`src/rtl/pm_csr_pkg.sv`:
```
package pm_csr_pkg;
  localparam int CSR_W = 16;
  localparam int STS_BIT = 15;
  localparam int EN_BIT = 8;

  typedef enum logic [1:0] {
    PS_D0    = 2'b00,
    PS_D1    = 2'b01,
    PS_D2    = 2'b10,
    PS_D3HOT = 2'b11
  } pstate_e;

  // Assemble the readback word from the live fields; all other bits are zero.
  function automatic logic [CSR_W-1:0] csr_pack(input pstate_e st, input logic en, input logic sts);
    logic [CSR_W-1:0] w;
    w = '0;
    w[1:0] = st;
    w[EN_BIT] = en;
    w[STS_BIT] = sts;
    return w;
  endfunction

  // True only for the leaving-D3hot-into-D0 transition.
  function automatic logic is_d3_exit(input pstate_e old_st, input pstate_e new_st);
    return (old_st == PS_D3HOT) && (new_st == PS_D0);
  endfunction
endpackage

```
`src/rtl/pm_state_ctl.sv`:
```
module pm_state_ctl
  import pm_csr_pkg::*;
(
  input  logic    clk,
  input  logic    glob_rst,
  input  logic    bus_rst,
  input  logic    wr_hit,
  input  pstate_e wr_state,
  output pstate_e state_q,
  output logic    d3_exit_pulse
);
  logic exit_now;
  assign exit_now = wr_hit && is_d3_exit(state_q, wr_state);

  always_ff @(posedge clk) begin
    if (glob_rst || bus_rst) begin
      state_q       <= PS_D0;
      d3_exit_pulse <= 1'b0;
    end else begin
      d3_exit_pulse <= exit_now;
      if (wr_hit) state_q <= wr_state;
    end
  end
endmodule

```
`src/rtl/pm_event_ctl.sv`:
```
module pm_event_ctl (
  input  logic clk,
  input  logic glob_rst,
  input  logic bus_rst,
  input  logic wr_hit,
  input  logic wr_en_bit,
  input  logic wr_sts_bit,
  input  logic pme_event,
  output logic pme_en_q,
  output logic pme_sts_q,
  output logic pme_out
);
  // Enable: global reset domain only.
  always_ff @(posedge clk) begin
    if (glob_rst)    pme_en_q <= 1'b0;
    else if (bus_rst) pme_en_q <= pme_en_q;
    else if (wr_hit) pme_en_q <= wr_en_bit;
  end

  // Status: sticky across the primary reset only while enabled.
  always_ff @(posedge clk) begin
    if (glob_rst)                pme_sts_q <= 1'b0;
    else if (bus_rst)            pme_sts_q <= pme_en_q ? pme_sts_q : 1'b0;
    else if (pme_event)          pme_sts_q <= 1'b1;
    else if (wr_hit && wr_sts_bit) pme_sts_q <= 1'b0;
  end

  assign pme_out = pme_sts_q & pme_en_q;
endmodule

```
`src/rtl/pm_csr_top.sv`:
```
module pm_csr_top
  import pm_csr_pkg::*;
#(
  parameter int ADDR_W = 8,
  parameter logic [ADDR_W-1:0] CSR_ADDR = 8'hA4
) (
  input  logic              clk,
  input  logic              glob_rst,
  input  logic              bus_rst,
  input  logic              wr_en,
  input  logic [ADDR_W-1:0] addr,
  input  logic [CSR_W-1:0]  wdata,
  output logic [CSR_W-1:0]  rdata,
  input  logic              pme_event,
  output logic              pme_out,
  output logic              func_rst
);
  logic    addr_hit;
  logic    wr_hit;
  pstate_e pwr_state;
  pstate_e wr_state;
  logic    pme_en;
  logic    pme_sts;
  logic    unused_wdata;

  assign addr_hit     = (addr == CSR_ADDR);
  assign wr_hit       = wr_en && addr_hit;
  assign wr_state     = pstate_e'(wdata[1:0]);
  assign unused_wdata = ^{wdata[14:9], wdata[7:2]};

  pm_state_ctl u_state (
    .clk           (clk),
    .glob_rst      (glob_rst),
    .bus_rst       (bus_rst),
    .wr_hit        (wr_hit),
    .wr_state      (wr_state),
    .state_q       (pwr_state),
    .d3_exit_pulse (func_rst)
  );

  pm_event_ctl u_event (
    .clk        (clk),
    .glob_rst   (glob_rst),
    .bus_rst    (bus_rst),
    .wr_hit     (wr_hit),
    .wr_en_bit  (wdata[EN_BIT]),
    .wr_sts_bit (wdata[STS_BIT]),
    .pme_event  (pme_event),
    .pme_en_q   (pme_en),
    .pme_sts_q  (pme_sts),
    .pme_out    (pme_out)
  );

  assign rdata = addr_hit ? csr_pack(pwr_state, pme_en, pme_sts) : '0;
endmodule

```
`config.mk`:
```
export PLATFORM = sky130hd
export DESIGN_NAME = pm_csr_top
export DESIGN_NICKNAME = d
export VERILOG_FILES = /design/src/rtl/pm_csr_pkg.sv /design/src/rtl/pm_state_ctl.sv /design/src/rtl/pm_event_ctl.sv /design/src/rtl/pm_csr_top.sv
export SDC_FILE = /design/constraint.sdc
export NUM_CORES = 1
export LEC_CHECK = 0
export BUFFER_PORTS_ARGS = -buffer_cell sky130_fd_sc_hd__buf_2
export CORE_UTILIZATION = 29
export CTS_CLUSTER_SIZE = 40
export DETAILED_ROUTE_END_ITERATION = 7
export PLACE_DENSITY = 0.73
export SYNTH_ARGS = -nofsm -noshare
export SYNTH_HDL_FRONTEND = slang
export SYNTH_SLANG_ARGS = --single-unit
```
`constraint.sdc`:
```
create_clock -name clk -period 1.08 [get_ports clk]
set_clock_uncertainty 0.1 [all_clocks]
set_input_delay 0 -clock clk [delete_from_list [all_inputs] [get_ports clk]]
set_output_delay 0 -clock clk [all_outputs]
set_load 0.005 [all_outputs]
```
Word-level counts from Yosys, hierarchy flattened. Index checks and enable logic that the tools add are counted. W data, S select, Z words.

Memory bits (writable): 0. Register bits: 5. Output and inout port bits: 18. Memory bits (read-only): 0. Latch bits: 0. Memories: 0. Input bits: 29. Logic and storage cells: 23.

Shift-type cells: 0. $add $sub $neg: 0. Bitwise logic cells: 2. Reduce and logical (&&, ||, !) cells: 9. Multipliers: 0. Equality and inequality tests: 3. Muxes and demuxes: 5. Order comparisons: 0. Divide/modulo/power cells: 0.

Operators with widths (number): $mux W16 (1); $eq A8 B8 Y1 const B (1); $logic_and A1 B1 Y1 (4); $mux W1 (4); $reduce_and A2 Y1 (2); $reduce_bool A3 Y1 (1); $eq A2 B2 Y1 const B (1); $logic_not A2 Y1 (1); $ne A2 B2 Y1 const B (1); $and A1 B1 Y1 (1); $logic_or A1 B1 Y1 (1); $not A1 Y1 (1).

Longest topological paths before layout.
Depth in word-level cells: 6. Gate-level depth with buffers: 3. Gate-level depth less buffers: 3.

Modules after synthesis. From an unflattened synthesis, not the netlist that was laid out.

Cells, all modules: 46. Area total of the unflattened synthesis: 394.1 um^2.

By module, submodules not included: pm_csr_top (cells each 25, seq. area each 0.0 um^2, area each 187.7 um^2, times used 1); pm_state_ctl (cells each 10, seq. area each 60.1 um^2, area each 113.9 um^2, times used 1); pm_event_ctl (cells each 11, seq. area each 40.0 um^2, area each 92.6 um^2, times used 1).

Least setup slack after synthesis. Ideal clock, no wire load.

Path type: in2reg. From: in addr[3]. To: reg u_event.pme_en_q. Required time: 908 ps. Setup time: 72 ps. Data arrival time: 991 ps. Stages: 3. Slack: -83 ps. Buffers on the path: 0. Path through: or4b_4 > nor4_4 > mux2i_1.

Cells in the longest elaborated chain, start to end: 3.

Ends and longest elaborated chain: from (decl) (line pm_csr_top.sv:11) `input logic [ADDR_W-1:0] addr,`; $eq A8 B8 Y1 (line pm_csr_top.sv:26) `assign addr_hit = (addr == CSR_ADDR);`; $logic_and A1 B1 Y1 (line pm_csr_top.sv:27) `assign wr_hit = wr_en && addr_hit;`; $reduce_and A2 Y1 (no line); to (signal assigned) (line pm_event_ctl.sv:16) `else if (bus_rst) pme_en_q <= pme_en_q;`; to (signal assigned) (line pm_event_ctl.sv:17) `else if (wr_hit) pme_en_q <= wr_en_bit;`; to (decl) (line pm_event_ctl.sv:9) `output logic pme_en_q,`.

No other way between the ends. A chain may end at the register's enable or synchronous reset.

Final worst setup path. Ends and elaborated chain as after synthesis.

==> results.md <==
* Die ar. at roughly 1600 um^2
* Chip width at between 30 and 40 um
* Drt wl/cell at roughly 9.9 um
* Peak VDD IR at about 0.48 mV
* Synth async-reset ratio at 0
* Die Span Y at about 40 um
* Grt total ovfl at 0
* Count leader, synth: buf_4
* Gate Count Post-Synth at between 40 and 50
* DRC violations left at 0
* Clk sinks at 5
* Post-synth EDFFs at 0
* Ant. Diodes at 0
* Setup violations, final at 0
* Sequential area share after synthesis at 0.240
* CP max stage delay at between 0.5 and 0.6 ns
* H-tree Lvls at 1
* Area Growth Syn to Fin at 46.2%
* CTS Buffer Depth at 2
* Yosys top cell area share at 0.240
* Num rows at 13
* Worst reg2reg setup slack at about 0.13 ns
* Achievable clock frequency at between 900 and 1000 MHz
* # IOs at between 40 and 50
* Max Cap Viol at 0
* Avg Inst Size Synth at 8.86 um^2
* CTS buffer count at 3
* Top cells by area, synth: dfxtp_1, buf_4, and3_1, nor4_4, nor4bb_1
* CP bufs+invs at 1
* Share of cells above drive strength 1 at 0.350
* Crit path DAT at around 1.1 ns
* Initial core utilization at 0.316
* Crit-path slowest cell: or4b_4
* Final cell count without fillers at 95
* Final WL at around 940 um
* Worst Setup SP: addr[3]
* Synth top cells by count: buf_4, dfxtp_1, and3_1
* Final Power at ~500 uW
* Synth warn at 0
* Tcrit/Tclk final at 0.960
* CTS clock-pin slew for the worst setup and hold paths at ~0.050 ns
* Startpoint Class: input pin
* Root buf cell: clkbuf_4
* DRT Pass-1 Iters at 4
* Final Wtd Congestion at between 0.7 and 0.8
* Vias in the first global route at 379
* Status: finished with violations
* Yosys top cell by area: dfxtp_1
* Crit-path leading delay family: simple AND/OR/NAND/NOR gates
* Crit path capture type: flop
* Global-route wire length before repair at around 1500 um
* RSZ-0062 raised after global routing: true
* 1st-iter DRT viols at 5
* I/O Buffers at 22
* Hold Crit Class: input pin to flop
* Cell variety after synth at 21
* Antenna Nets Post-Route at 0
* Critical R2R Launch: u_state.state_q[1]
* Final slew viol count at 0
* Required time of the critical path at about 1.2 ns
* CP Cell Sequence: buf_6 -> or4b_4 -> nor4_4 -> mux2i_1
* Hold Slack at -0.000706 ns
* Critical path depth in cells at 4
* Synth Cell Area at roughly 420 um^2
* Leakage at between 0.0003 and 0.0004 uW
* Failing checks: negative hold slack
* Worst reg2reg path endpoint: u_state.d3_exit_pulse
* Min Tclk post-route at 1.04 ns
* Total GRT Usage at 0.150
* CTS tree: built
* Maximum fanout along the worst path at 4
* Predominant post-synthesis flop cell: dfxtp_1
* Pin count of the biggest net entering global routing at 7
* WS Path Type: input pin to flop
* Insertion delay to the later sink of the worst-skew pair at between 0.2 and 0.3 ns
* DPL Wire Length at about 690 um
* Initial antenna violation count at 0
* Fin nets at 110
* PwrDens at 838 nW/um^2
* DR vias at 430
* Avg Vias per Cell at about 4.5
* FF-to-FF path depth at 2
* Core footprint at 1320 um^2
* Synth Register Bits at 5
* Placed Cells at 85
* Crit path to: u_event.pme_en_q
* Hold Violations, Final at 1
[registers in the layout, summed over array words and instances (netlist names)]
| name | flops |
|---|---|
| u_state.state_q | 2 |
| u_event.pme_en_q | 1 |
| u_event.pme_sts_q | 1 |
| u_state.d3_exit_pulse | 1 |
[cell type report]
type / instances / area, um^2
Fill cell: 142 / 708
Multi-Input combinational cell: 40 / 264
Timing Repair Buffer: 30 / 196
Sequential cell: 5 / 100
Clock buffer: 4 / 26.3
Tap cell: 15 / 18.8
Inverter: 1 / 3.75
[what timing repair did]
item,CTS,global route
endpoints found under the hold margin,5,0
endpoints found under the setup margin,0,2
hold buffers,7,0
buffers inserted,0,0
resized for setup,0,1
[power breakdown]
group          internal (uW)  switching, uW  total, uW
Clock                    140           85.8        226
Combinational           53.6           42.4       96.0
Sequential               187           1.44        189
[logic make-up after synthesis]
kind of cell | Yosys count | synth area share
AND/OR/NAND/NOR | 21 | 0.399
buffers and inverters | 13 | 0.225
other | 1 | 0.00900
multiplexers | 1 | 0.0240
AO/OA/AOI/OAI | 6 | 0.102
flip-flops | 5 | 0.240
[layout by cell type (no fill, tap or decap), drive strengths merged, types with 2 or more instances in the layout]
cell,Yosys,routed
buf,12,23
conb,1,12
dlygate4sd3,0,7
dfxtp,5,5
and3,4,4
clkbuf,0,4
nand2b,3,3
nor4bb,2,2
nor2,2,2
nand4,2,2
o31ai,2,2
a21boi,2,2
nor2b,2,2
[how the worst min path moves through the flow]
| stage | start | end | depth (start not counted) |
|---|---|---|---|
| finish | bus_rst | u_event.pme_en_q | 3 |
| CTS | bus_rst | u_event.pme_en_q | 3 |
| global placement | glob_rst | u_event.pme_sts_q | 2 |
| floorplan | glob_rst | u_event.pme_sts_q | 1 |
| detailed placement | glob_rst | u_event.pme_sts_q | 2 |
| global route | bus_rst | u_event.pme_en_q | 3 |
[per-layer routing]
layer / wire [um] / vias to the layer above / GRT usage
met5: 0 / - / 0
met4: 14 / 0 / 0.0776
met3: 80 / 2 / 0.0739
met2: 463 / 27 / 0.250
met1: 384 / 187 / 0.152
li1: - / 214 / -
[worst register-to-register path: stages, from the launching register on]
cell and delay, ns:
dfxtp_1 0.33, nor4bb_1 0.25, and4_1 0.20
[stage by stage]
stage	utilization	instance area [um^2]	TNS [ns]	hold WS, ns	setup slack, ns
6_report	0.462	609	0	-0.000706	0.0431
5_1_grt	0.462	609	-0.0423	0.0268	-0.0423
4_1_cts	0.462	608	0	-0.00610	0.0228
3_5_place_dp	0.388	512	-0.765	0.104	-0.236
3_3_place_gp	0.388	512	-0.747	0.0988	-0.219
2_1_floorplan	-	458	-0.131	-0.0272	-0.0817
(Power assumes the default switching activity.)
